==> config.mk <==
export PLATFORM = sky130hd
export DESIGN_NAME = can_destuff
export DESIGN_NICKNAME = d
export VERILOG_FILES = /design/src/rtl/can_destuff_pkg.sv /design/src/rtl/can_run_tracker.sv /design/src/rtl/can_stuff_classifier.sv /design/src/rtl/can_destuff_out.sv /design/src/rtl/can_destuff.sv
export SDC_FILE = /design/constraint.sdc
export NUM_CORES = 1
export LEC_CHECK = 0
export BUFFER_PORTS_ARGS = -buffer_cell sky130_fd_sc_hd__buf_2
export CAP_MARGIN = 20
export CORE_AREA = 2 2 39 41
export CTS_CLUSTER_SIZE = 24
export DETAILED_ROUTE_END_ITERATION = 16
export DIE_AREA = 0 0 41 43
export GPL_ROUTABILITY_DRIVEN = 0
export PLACE_DENSITY = 0.5
export SETUP_SLACK_MARGIN = 0.2
export SLEW_MARGIN = 10
export SYNTH_ARGS = -nofsm -noshare
export SYNTH_HDL_FRONTEND = slang
export SYNTH_HIERARCHICAL = 1
export SYNTH_SLANG_ARGS = --single-unit
==> constraint.sdc <==
create_clock -name clk_i -period 2 [get_ports clk_i]
set_input_delay 0.4 -clock clk_i [delete_from_list [all_inputs] [get_ports clk_i]]
set_output_delay 0.4 -clock clk_i [all_outputs]
set_load 0.01 [all_outputs]
==> src/rtl/can_destuff_pkg.sv <==
package can_destuff_pkg;
  typedef enum logic [1:0] {
    CLS_NONE  = 2'd0,
    CLS_DATA  = 2'd1,
    CLS_STUFF = 2'd2,
    CLS_ERR   = 2'd3
  } bit_class_e;
endpackage

==> src/rtl/can_run_tracker.sv <==
module can_run_tracker #(
  parameter int STUFF_RUN = 5,
  localparam int CNT_W = $clog2(STUFF_RUN + 1)
) (
  input  logic             clk_i,
  input  logic             rst_ni,
  input  logic             adv_i,
  input  logic             restart_i,
  input  logic             bit_i,
  output logic             run_val_o,
  output logic [CNT_W-1:0] run_len_o
);
  logic             run_val_q;
  logic [CNT_W-1:0] run_len_q;

  // run length saturates at STUFF_RUN; 0 means no history
  always_ff @(posedge clk_i or negedge rst_ni) begin
    if (!rst_ni) begin
      run_val_q <= 1'b1;
      run_len_q <= '0;
    end else if (adv_i) begin
      if (restart_i || run_len_q == '0 || bit_i != run_val_q) begin
        run_val_q <= bit_i;
        run_len_q <= CNT_W'(1);
      end else if (run_len_q != CNT_W'(STUFF_RUN)) begin
        run_len_q <= run_len_q + CNT_W'(1);
      end
    end
  end

  assign run_val_o = run_val_q;
  assign run_len_o = run_len_q;

  assert_run_bounded_R4: assert property (@(posedge clk_i) disable iff (!rst_ni)
    run_len_q <= CNT_W'(STUFF_RUN));
  assert_restart_len_one_R7: assert property (@(posedge clk_i) disable iff (!rst_ni)
    (adv_i && restart_i) |=> (run_len_q == CNT_W'(1)));
endmodule

==> src/rtl/can_stuff_classifier.sv <==
module can_stuff_classifier
  import can_destuff_pkg::*;
#(
  parameter int STUFF_RUN = 5,
  localparam int CNT_W = $clog2(STUFF_RUN + 1)
) (
  input  logic             valid_i,
  input  logic             sof_i,
  input  logic             en_i,
  input  logic             bit_i,
  input  logic             run_val_i,
  input  logic [CNT_W-1:0] run_len_i,
  output bit_class_e       cls_o
);
  logic run_full;
  assign run_full = (run_len_i == CNT_W'(STUFF_RUN));

  always_comb begin
    if (!valid_i)                       cls_o = CLS_NONE;
    else if (sof_i || !en_i || !run_full) cls_o = CLS_DATA;
    else if (bit_i != run_val_i)        cls_o = CLS_STUFF;
    else                                cls_o = CLS_ERR;
  end
endmodule

==> src/rtl/can_destuff_out.sv <==
module can_destuff_out
  import can_destuff_pkg::*;
(
  input  logic       clk_i,
  input  logic       rst_ni,
  input  bit_class_e cls_i,
  input  logic       bit_i,
  output logic       bit_o,
  output logic       bit_valid_o,
  output logic       stuff_o,
  output logic       stuff_error_o
);
  always_ff @(posedge clk_i or negedge rst_ni) begin
    if (!rst_ni) begin
      bit_o         <= 1'b1;
      bit_valid_o   <= 1'b0;
      stuff_o       <= 1'b0;
      stuff_error_o <= 1'b0;
    end else begin
      if (cls_i != CLS_NONE) bit_o <= bit_i;
      bit_valid_o   <= (cls_i == CLS_DATA);
      stuff_o       <= (cls_i == CLS_STUFF);
      stuff_error_o <= (cls_i == CLS_ERR);
    end
  end
endmodule

==> src/rtl/can_destuff.sv <==
module can_destuff
  import can_destuff_pkg::*;
#(
  parameter int STUFF_RUN = 5
) (
  input  logic clk_i,
  input  logic rst_ni,
  input  logic bit_i,
  input  logic bit_valid_i,
  input  logic sof_i,
  input  logic destuff_en_i,
  output logic bit_o,
  output logic bit_valid_o,
  output logic stuff_o,
  output logic stuff_error_o
);
  localparam int CNT_W = $clog2(STUFF_RUN + 1);

  logic             run_val;
  logic [CNT_W-1:0] run_len;
  bit_class_e       cls;
  logic             restart;

  // an error bit also restarts the run
  assign restart = sof_i || (cls == CLS_ERR);

  can_run_tracker #(.STUFF_RUN(STUFF_RUN)) u_run (
    .clk_i     (clk_i),
    .rst_ni    (rst_ni),
    .adv_i     (bit_valid_i),
    .restart_i (restart),
    .bit_i     (bit_i),
    .run_val_o (run_val),
    .run_len_o (run_len)
  );

  can_stuff_classifier #(.STUFF_RUN(STUFF_RUN)) u_cls (
    .valid_i   (bit_valid_i),
    .sof_i     (sof_i),
    .en_i      (destuff_en_i),
    .bit_i     (bit_i),
    .run_val_i (run_val),
    .run_len_i (run_len),
    .cls_o     (cls)
  );

  can_destuff_out u_out (
    .clk_i         (clk_i),
    .rst_ni        (rst_ni),
    .cls_i         (cls),
    .bit_i         (bit_i),
    .bit_o         (bit_o),
    .bit_valid_o   (bit_valid_o),
    .stuff_o       (stuff_o),
    .stuff_error_o (stuff_error_o)
  );

  assert_single_strobe_R9: assert property (@(posedge clk_i) disable iff (!rst_ni)
    $onehot0({bit_valid_o, stuff_o, stuff_error_o}));
  assert_idle_quiet_R8: assert property (@(posedge clk_i) disable iff (!rst_ni)
    !bit_valid_i |=> !(bit_valid_o || stuff_o || stuff_error_o));
  assert_bypass_R6: assert property (@(posedge clk_i) disable iff (!rst_ni)
    (bit_valid_i && !destuff_en_i) |=> (bit_valid_o && bit_o == $past(bit_i)));
  assert_sof_forward_R7: assert property (@(posedge clk_i) disable iff (!rst_ni)
    (bit_valid_i && sof_i) |=> bit_valid_o);
  assert_stuff_needs_en_R3: assert property (@(posedge clk_i) disable iff (!rst_ni)
    (bit_valid_i && cls == CLS_STUFF) |-> destuff_en_i);
  assert_error_single_R5: assert property (@(posedge clk_i) disable iff (!rst_ni)
    stuff_error_o |=> !stuff_error_o);
endmodule

==> run metrics <==
count leader, synth dfrtp_1; H-tree depth 1; number of global-route vias before repair 379; Hold Crit Class in2reg; Crit. End Element flop; CTS Buf Count 3; final std cells w/o fill approximately 70; Crit path arrival time 1890 ps; max-cap violations 0; initial antenna violation count 0; number of enable flip-flop cells after synthesis 0; final wirelength 978 um; post-layout instance area 591 um^2; top-area cell type share of the netlist area 0.345; Top Ports 10; Crit path required time ~2200 ps; placed cell count 62; die outline height about 43 um; largest net degree at the start of global routing 9; synthesized area 435 um^2; I/O Buffers 9; Detailed Route Iter0 Violations 2; fillers 141; die area 1760 um^2; CTS Sinks 8; Highest Clock Rate 0.586 GHz; DR WL/cell 14.2 um; Post-DP HPWL ~660 um; CTS tree yes; synth unique cells 24; Syn Inst Count 36; Setup WS pre-CTS about 140 ps; Avg Cell Area, Syn about 12 um^2; ANT cells 0; Tmin final roughly 1700 ps; DRT Pass-1 Iters 2; vias per cell just over 5; post-route setup slack between 200 and 300 ps; synth cell count leaders 6 x dfrtp_1, 3 x ha_1, 3 x nor2b_1; Final Cycle Share 0.853; worst vdd ir 0.272 mV; initial core utilization 0.315; drt drc 0; setup violators final 0; maximum net fanout on the critical path 3; Fin Setup TNS 0 ps; all-layer global routing usage 0.138; worst slew pin tran 500 ps; utilization after layout 0.427; cell row count 14; Critical Setup Path Class reg2reg; Synth Register Bits 8; final-report hold violation count 0; ys flop type dfrtp_1; P_leak between 0.0002 and 0.0003 uW; Die Width 41 um; Reg clk slew, reported paths 60 ps; FF-to-FF setup slack around 300 ps; Pwr Density roughly 750 nW/um^2; syn nets 45; Slew Viols, Final 0; Startpoint Class flop; Synth area leader dfrtp_1; via count 349; RSZ-0062 raised after global routing no; outcome finished clean; headroom to the max-slew limit 0.666; first-pass GRT wire length between 1.5 and 2 mm; synth warn 6; Overflow after GRT 0; share of cells above drive strength 1 0.453; Clock Tree Buf Depth 2; placed instance area slightly above 500 um^2; layout net count 63; ANT nets after route 0; Clock Tree Root clkbuf_4; Core ar. 1380 um^2; Syn-to-layout area delta 35.6%; async set-reset flop share out of synthesis 1.00; Layout Skew ~2.8 ps; Skew-Pair Late Insertion Delay 250 ps; sequential-to-total area share from yosys stat 0.466; top cells by area, synth dfrtp_1 34%, dfstp_2 12%, ha_1 8.6%
final timing paths:
check | start | to | cells past startpoint
worst max register to register | u_run/run_val_o | u_run/run_len_o[2] | 5
max in group asynchronous | rst_ni | u_out/bit_o | 2
worst min register to register | u_run/run_len_o[2] | u_run/run_len_o[2] | 2
min in group asynchronous | rst_ni | u_out/stuff_error_o | 2
worst min-delay path | bit_i | u_out/bit_o | 2
worst max-delay path | u_run/run_val_o | u_run/run_len_o[2] | 5
routing by layer:
metal / up-vias / wire length (um) / track usage
met4: 0 / 0 / 0.0600
met1: 173 / 368 / 0.121
met5: - / 0 / 0
li1: 165 / - / -
met3: 0 / 73 / 0.0681
met2: 11 / 535 / 0.244
state kept, by name, summed over array words and instances, names as in the netlist:
signal,count
u_out/bit_o,1
u_out/bit_valid_o,1
u_out/stuff_error_o,1
u_out/stuff_o,1
u_run/run_len_o,3
u_run/run_val_o,1
final cells by class:
| type | count | area, um^2 | share of cell area |
|---|---|---|---|
| tap | 16 | 20.0 | 0.0339 |
| clock buffer | 4 | 26.3 | 0.0445 |
| inverter | 2 | 7.51 | 0.0127 |
| sequential | 8 | 204 | 0.345 |
| multi-input combinational | 26 | 255 | 0.432 |
| timing repair buffer | 13 | 77.6 | 0.131 |
cell usage in the layout (no fill, tap or decap), drive strengths merged:
cell type / Yosys / layout
a21bo: 1 / 1
a21o: 1 / 1
a21oi: 1 / 1
a22o: 1 / 1
and2: 1 / 1
and3b: 1 / 1
buf: 0 / 12
clkbuf: 0 / 4
dfrtp: 6 / 6
dfstp: 2 / 2
dlygate4sd3: 0 / 1
ha: 3 / 3
inv: 2 / 2
mux2: 2 / 2
mux2i: 1 / 1
nand2: 1 / 1
nand4b: 1 / 1
nor2: 2 / 2
nor2b: 3 / 3
nor3b: 1 / 1
nor4: 1 / 1
o31a: 1 / 1
o31ai: 1 / 1
o41a: 1 / 1
xnor2: 1 / 1
xor2: 1 / 1
through the flow:
stage | power (uW) | hold WS, ps
after global routing | 482 | 440
after detailed placement | 292 | 251
final | 445 | 452
after CTS | 437 | 442
after floorplan | 261 | 104
after global placement | 288 | 245
worst max-delay path: stages, from the launching register on:
cell and delay (ps):
dfstp_2 560, xnor2_1 80, o31a_1 270, a21o_4 240, o41a_1 410, nor2_1 80
power breakdown:
group	switching, uW	internal [uW]	total, uW
clock network	55.5	76.4	132
logic	58.3	54.6	113
registers	17.4	182	200
total	131	313	445
logic make-up (layout without fill, tap and decap cells):
| logic type | after synthesis | in the layout | synth area share |
|---|---|---|---|
| compound gates | 7 | 7 | 0.135 |
| xor+xnor | 2 | 2 | 0.0402 |
| fa+ha+maj | 3 | 3 | 0.0862 |
| buf+inv | 2 | 19 | 0.0172 |
| flops | 8 | 8 | 0.466 |
| mux | 3 | 3 | 0.0833 |
| simple gates | 11 | 11 | 0.172 |
what timing repair did:
item / in CTS / in global routing
pin swaps: 0 / 3
setup buffers: 0 / 2
hold buffers: 1 / 0
gates resized for setup: 2 / 3
setup endpoints to repair: 2 / 3
hold endpoints to repair: 6 / 0
Note: power is estimated with default switching activity, not from simulation.
